<file path="src/rtl/fsr_pkg.sv">
package fsr_pkg;

    localparam int DATA_W = 8;

    typedef enum logic [2:0] {
        ST_IDLE,
        ST_PROG,
        ST_ERASE,
        ST_SUSP_RD,
        ST_SUSP_PROG,
        ST_HOLD
    } fsr_state_e;

endpackage

</file>
<file path="src/rtl/fsr_pulse_cnt.sv">
module fsr_pulse_cnt #(
    parameter int CNT_W = 3
) (
    input  logic             clk,
    input  logic             rst_n,
    input  logic             clr,
    input  logic             wr_stb,
    input  logic             accept,
    input  logic [CNT_W-1:0] target,
    output logic             hit
);

    logic [CNT_W-1:0] cnt_q;
    logic [CNT_W-1:0] cnt_inc;

    always_comb begin
        cnt_inc = cnt_q + 1'b1;
        hit     = wr_stb && accept && (cnt_inc == target);
    end

    always_ff @(posedge clk or negedge rst_n) begin
        if (!rst_n) begin
            cnt_q <= '0;
        end else if (clr) begin
            cnt_q <= '0;
        end else if (wr_stb && accept) begin
            cnt_q <= hit ? '0 : cnt_inc;
        end
    end

endmodule

</file>
<file path="src/rtl/fsr_ctrl.sv">
module fsr_ctrl
    import fsr_pkg::*;
#(
    parameter int PROG_PULSES  = 4,
    parameter int ERASE_PULSES = 6,
    parameter int CNT_W        = 3
) (
    input  logic             clk,
    input  logic             rst_n,
    input  logic             hold_rst,
    input  logic             seq_done,
    input  logic             seq_susp,
    input  logic             cmd_erase,
    input  logic             hit,
    input  logic             wr_d7,
    output fsr_state_e       st_q,
    output logic             accept,
    output logic             cnt_clr,
    output logic [CNT_W-1:0] target,
    output logic             d7_q,
    output logic             rb_low
);

    localparam logic [CNT_W-1:0] PROG_T  = CNT_W'(PROG_PULSES);
    localparam logic [CNT_W-1:0] ERASE_T = CNT_W'(ERASE_PULSES);

    fsr_state_e st_d;

    always_comb begin
        st_d = st_q;
        if (hold_rst) begin
            st_d = ST_HOLD;
        end else begin
            unique case (st_q)
                ST_IDLE:      if (hit) st_d = cmd_erase ? ST_ERASE : ST_PROG;
                ST_PROG:      if (seq_done) st_d = ST_IDLE;
                ST_ERASE:     if (seq_done) st_d = ST_IDLE;
                              else if (seq_susp) st_d = ST_SUSP_RD;
                ST_SUSP_RD:   if (hit) st_d = ST_SUSP_PROG;
                              else if (!seq_susp) st_d = ST_ERASE;
                ST_SUSP_PROG: if (seq_done) st_d = ST_SUSP_RD;
                ST_HOLD:      st_d = ST_IDLE;
                default:      st_d = ST_IDLE;
            endcase
        end
    end

    always_ff @(posedge clk or negedge rst_n) begin
        if (!rst_n) begin
            st_q <= ST_IDLE;
            d7_q <= 1'b0;
        end else begin
            st_q <= st_d;
            if (hit) d7_q <= wr_d7;
        end
    end

    always_comb begin
        accept  = 1'b0;
        rb_low  = 1'b0;
        target  = PROG_T;
        cnt_clr = hold_rst || (st_d != st_q);
        unique case (st_q)
            ST_IDLE: begin
                accept = 1'b1;
                target = cmd_erase ? ERASE_T : PROG_T;
            end
            ST_SUSP_RD: begin
                accept = 1'b1;
                target = PROG_T;
            end
            ST_PROG, ST_ERASE, ST_SUSP_PROG, ST_HOLD: rb_low = 1'b1;
            default: rb_low = 1'b1;
        endcase
    end

endmodule

</file>
<file path="src/rtl/fsr_read_path.sv">
module fsr_read_path
    import fsr_pkg::*;
#(
    parameter int AW        = 12,
    parameter int SECT_BITS = 2,
    parameter int NSECT     = 4
) (
    input  logic              clk,
    input  logic              rst_n,
    input  logic              rd_stb,
    input  logic [AW-1:0]     addr,
    input  logic [DATA_W-1:0] arr_data,
    input  logic [NSECT-1:0]  erase_map,
    input  fsr_state_e        st,
    input  logic              d7,
    output logic [DATA_W-1:0] rdata,
    output logic              rd_valid
);

    logic                 tog_a_q;
    logic                 tog_b_q;
    logic [SECT_BITS-1:0] sect;
    logic                 in_map;
    logic                 flip_a;
    logic                 flip_b;
    logic [DATA_W-1:0]    rd_d;

    always_comb begin
        sect   = addr[AW-1 -: SECT_BITS];
        in_map = erase_map[sect];
        rd_d   = arr_data;
        flip_a = 1'b0;
        flip_b = 1'b0;
        unique case (st)
            ST_PROG: begin
                rd_d[7] = ~d7;
                rd_d[6] = tog_a_q;
                rd_d[2] = 1'b1;
                flip_a  = 1'b1;
            end
            ST_ERASE: begin
                rd_d[7] = 1'b0;
                rd_d[6] = tog_a_q;
                rd_d[2] = tog_b_q;
                flip_a  = 1'b1;
                flip_b  = in_map;
            end
            ST_SUSP_RD: begin
                if (in_map) begin
                    rd_d[7] = 1'b1;
                    rd_d[6] = 1'b1;
                    rd_d[2] = tog_b_q;
                    flip_b  = 1'b1;
                end
            end
            ST_SUSP_PROG: begin
                rd_d[7] = ~d7;
                rd_d[6] = tog_a_q;
                rd_d[2] = in_map ? tog_b_q : 1'b1;
                flip_a  = 1'b1;
                flip_b  = in_map;
            end
            ST_IDLE, ST_HOLD: rd_d = arr_data;
            default: rd_d = arr_data;
        endcase
    end

    always_ff @(posedge clk or negedge rst_n) begin
        if (!rst_n) begin
            tog_a_q  <= 1'b0;
            tog_b_q  <= 1'b0;
            rdata    <= '0;
            rd_valid <= 1'b0;
        end else begin
            rd_valid <= rd_stb;
            if (rd_stb) begin
                rdata <= rd_d;
                if (flip_a) tog_a_q <= ~tog_a_q;
                if (flip_b) tog_b_q <= ~tog_b_q;
            end
        end
    end

endmodule

</file>
<file path="src/rtl/flash_status_rpt.sv">
module flash_status_rpt
    import fsr_pkg::*;
#(
    parameter int AW           = 12,
    parameter int SECT_BITS    = 2,
    parameter int PROG_PULSES  = 4,
    parameter int ERASE_PULSES = 6,
    parameter int NSECT        = 1 << SECT_BITS
) (
    input  logic              clk,
    input  logic              rst_n,
    input  logic              wr_stb,
    input  logic [7:0]        wdata,
    input  logic              rd_stb,
    input  logic [AW-1:0]     addr,
    input  logic [7:0]        arr_data,
    input  logic              cmd_erase,
    input  logic              seq_done,
    input  logic              seq_susp,
    input  logic              hold_rst,
    input  logic [NSECT-1:0]  erase_map,
    output logic [7:0]        rdata,
    output logic              rd_valid,
    output logic              rb_drive_low,
    output logic              rb_n
);

    localparam int MAXP  = (ERASE_PULSES > PROG_PULSES) ? ERASE_PULSES : PROG_PULSES;
    localparam int CNT_W = $clog2(MAXP + 1);

    fsr_state_e       st_q;
    logic             accept;
    logic             cnt_clr;
    logic [CNT_W-1:0] target;
    logic             hit;
    logic             d7_q;
    logic             rb_low;

    fsr_pulse_cnt #(.CNT_W(CNT_W)) u_cnt (
        .clk    (clk),
        .rst_n  (rst_n),
        .clr    (cnt_clr),
        .wr_stb (wr_stb),
        .accept (accept),
        .target (target),
        .hit    (hit)
    );

    fsr_ctrl #(
        .PROG_PULSES  (PROG_PULSES),
        .ERASE_PULSES (ERASE_PULSES),
        .CNT_W        (CNT_W)
    ) u_ctrl (
        .clk       (clk),
        .rst_n     (rst_n),
        .hold_rst  (hold_rst),
        .seq_done  (seq_done),
        .seq_susp  (seq_susp),
        .cmd_erase (cmd_erase),
        .hit       (hit),
        .wr_d7     (wdata[7]),
        .st_q      (st_q),
        .accept    (accept),
        .cnt_clr   (cnt_clr),
        .target    (target),
        .d7_q      (d7_q),
        .rb_low    (rb_low)
    );

    fsr_read_path #(
        .AW        (AW),
        .SECT_BITS (SECT_BITS),
        .NSECT     (NSECT)
    ) u_rd (
        .clk       (clk),
        .rst_n     (rst_n),
        .rd_stb    (rd_stb),
        .addr      (addr),
        .arr_data  (arr_data),
        .erase_map (erase_map),
        .st        (st_q),
        .d7        (d7_q),
        .rdata     (rdata),
        .rd_valid  (rd_valid)
    );

    assign rb_drive_low = rb_low;
    assign rb_n         = ~rb_low;

endmodule

</file>
<file path="config.mk">
export PLATFORM = sky130hd
export DESIGN_NAME = flash_status_rpt
export DESIGN_NICKNAME = d
export VERILOG_FILES = /design/src/rtl/fsr_pkg.sv /design/src/rtl/fsr_pulse_cnt.sv /design/src/rtl/fsr_ctrl.sv /design/src/rtl/fsr_read_path.sv /design/src/rtl/flash_status_rpt.sv
export SDC_FILE = /design/constraint.sdc
export NUM_CORES = 1
export LEC_CHECK = 0
export ABC_AREA = 1
export CAP_MARGIN = 10
export CORE_MARGIN = 5
export CORE_UTILIZATION = 51
export DETAILED_ROUTE_END_ITERATION = 12
export DONT_BUFFER_PORTS = 1
export HOLD_SLACK_MARGIN = 0.15
export PLACE_DENSITY_LB_ADDON = 0.3
export SYNTH_ARGS = -nofsm -noshare
export SYNTH_HDL_FRONTEND = slang
export SYNTH_SLANG_ARGS = --single-unit
</file>
<file path="constraint.sdc">
create_clock -name clk -period 2.1 [get_ports clk]
set_clock_uncertainty 0.2 [all_clocks]
set_input_delay 0.105 -clock clk [delete_from_list [all_inputs] [get_ports clk]]
set_output_delay 0.105 -clock clk [all_outputs]
set_load 0.01 [all_outputs]
</file>
==> impl_results.md <==
* Syn-to-layout area delta at 33.8%
* Hold_sp: u_rd.tog_a_q
* Skew-Pair Late Insertion Delay at 0.29 ns
* Final period utilization at 95.4%
* Post-DR wirelength/cell at 13.0 µm
* Initial Util at 52.2%
* Clk slew on worst S/H paths at 0.10 ns
* Die height at 56.9 µm
* Area after DPL at 0.00117 mm²
* Required time worst endpoint at around 2.1 ns
* Critical path data arrival time at 1.99 ns
* Min Tclk post-route at around 2.0 ns
* Clock sinks at 18
* Setup TNS at 0 ns
* Mapped Avg Cell Area at about 7.3 µm²
* H-tree levels at 1
* Startpoint class of the critical path: input pin
* First-pass GRT wire length at 4.82 mm
* Total GRT Usage at 18.0%
* Cell Pwr Density at 571 mW/mm²
* Max_slew headroom at 47.4%
* CTS tree: done
* Ant. Diodes at 0
* IO Count at 51
* Core region area at 0.00215 mm²
* Port-buffer cells at 0
* Pleak at 0.779 nW
* Tightest Pin Transition at roughly 0.8 ns
* Worst Path Max Fanout at 4
* Hold Slack at 0.270 ns
* Largest net degree at the start of global routing at 19
* DRT Pass-1 Iters at 4
* WL final at 2.75 mm
* Ratio of cells with drive above 1 in the final layout at 18.0%
* Kind of critical path: input pin to flip-flop
* Seq cells post-synth at 18
* R2r setup slk at 0.16 ns
* Fin area at 0.00150 mm²
* Yosys Warn Count at 0
* Post-route ant nets at 0
* Cell Area, Synth at ~0.0011 mm²
* Std-Cell Rows at 17
* Sequential area share after synthesis at 40.1%
* Remaining Overflow, GRT at 0
* Reg area at 452 µm²
* Worst reg2reg startpoint: u_ctrl.st_q[1]
* Syn_nets at 194
* Worst-case clock buffer depth at 2
* Via Count at 1,107
* Max VDD drop at 463 µV
* Final hold vios at 0
* Fmax at ~0.5 GHz
* Slew Limit Fails at 0
* GP Congestion at ~0.8
* CTS Buf Count at 3
* Initial antenna violation count at 0
* Hold Crit Class: flip-flop to flip-flop
* Syn Inst Count at 153
* Root Buffer: clkbuf_4
* Final setup fails at 0
* DP HPWL at 1.92 mm
* DR iter-0 viols at 31
* Max-Cap Viols at 0
* Area of the multi-input gates at 633 µm²
* Post-synth cell types at 24
* Die footprint at 0.00324 mm²
* Vias/cell at 5.25
* Nets at roughly 230
* Status: finished, final reports clean
* Vias in the first global route at 1,160
* # DRC at 0
* Die Width at 56.9 µm
* CP startpoint: addr[11]
* FILL cells at 165
* CP Capture Type: flip-flop
final cells by class:
type,count,share of cell area (%)
clock buffer,4,2.42
sequential,18,30.1
tap,28,2.33
timing repair buffer,27,17.3
multi-input combinational,112,42.2
inverter,22,5.67
where the power goes:
group	switching [mW]	internal, mW
sequential	0.0502	0.392
clock	0.0996	0.105
combinational	0.120	0.0896
cell usage after synthesis:
master      n  area (µm²)
a31oi_1     2        12.5
o2111ai_1   2        17.5
nor3_2      1        10.0
dfrtp_1    18         450
nor2_2      1        6.26
o21ai_0     6        30.0
nor2_1     14        52.6
nor2_8      1        20.0
nand4_1     2        12.5
nand2_4     3        33.8
nand3_2     4        40.0
o211ai_1    2        15.0
nand2_1    48         180
clkbuf_1    1        3.75
inv_2       3        11.3
a21oi_1     7        35.0
xor2_1      3        26.3
inv_1      19        71.3
nor3_1      1        5.00
nand3_1     9        45.0
or2_2       1        6.26
ha_1        1        12.5
nand2_2     3        18.8
o22ai_1     1        6.26
repair_timing:
item | in CTS | in global routing
endpoints found under the setup margin | 3 | 4
resized for setup | 1 | 14
pin swaps | 0 | 3
endpoints found under the hold margin | 36 | 0
setup buffers | 0 | 2
hold buffers | 23 | 0
critical path: stages:
cell           delay, ns
dlygate4sd3_1       0.58
a21oi_2             0.12
dlygate4sd3_1       0.56
nand2_1             0.08
nand2_2             0.09
inv_1               0.08
o21ai_2             0.10
o2111ai_1           0.12
o21ai_1             0.11
inv_1               0.05
kinds of logic after synthesis:
logic type	after synthesis	synth area share (%)
AO/OA/AOI/OAI	20	10.4
XOR/XNOR	3	2.34
adder cells (fa/ha/maj)	1	1.11
buffers and inverters	23	7.69
flip-flops	18	40.1
AND/OR/NAND/NOR	88	38.3
through the flow:
| step | instances | power, mW | util (%) | worst slack (ns) |
|---|---|---|---|---|
| floorplan | 153 | 0.564 | - | 0.196 |
| global placement | 182 | 0.592 | 54.4 | 0.0507 |
| detailed placement | 182 | 0.598 | 54.4 | -0.00966 |
| CTS | 209 | 0.852 | 67.0 | 0.0254 |
| global route | 211 | 0.915 | 69.9 | -0.0187 |
| finish | 211 | 0.857 | 69.9 | 0.0975 |
cells in the final DEF (no fill, tap or decap), types with 3 or more instances in the layout:
cell type,instances
a21oi_1,6
buf_4,4
clkbuf_4,3
dfrtp_1,17
dlygate4sd3_1,23
inv_1,19
nand2_1,47
nand2_2,4
nand2_4,3
nand3_1,7
nand3_2,4
nor2_1,13
o21ai_0,4
xor2_1,3
flip-flops by register name, indices dropped and copies added, names as in the netlist:
register       cells
u_rd.rdata         8
u_cnt.cnt_q        3
u_ctrl.st_q        3
u_ctrl.d7_q        1
u_rd.rd_valid      1
u_rd.tog_a_q       1
u_rd.tog_b_q       1
path summary, 6_finish.rpt:
kind                             endpoint  depth (start not counted)
hold / removal               u_rd.tog_a_q                          1
setup / recovery            u_rd.rdata[7]                         10
setup reg to reg           u_cnt.cnt_q[1]                         13
hold reg to reg              u_rd.tog_a_q                          1
min in group asynchronous  u_ctrl.st_q[0]                          2
max in group asynchronous  u_ctrl.st_q[2]                          2
per-layer routing:
metal	share of wire [%]	track usage, %	up-vias
met2	50	31.3	46
met1	41	21.2	507
met3	7.3	3.91	4
li1	-	-	550
met4	1.5	7.62	0
met5	0	0	-
(Power assumes the default switching activity.)
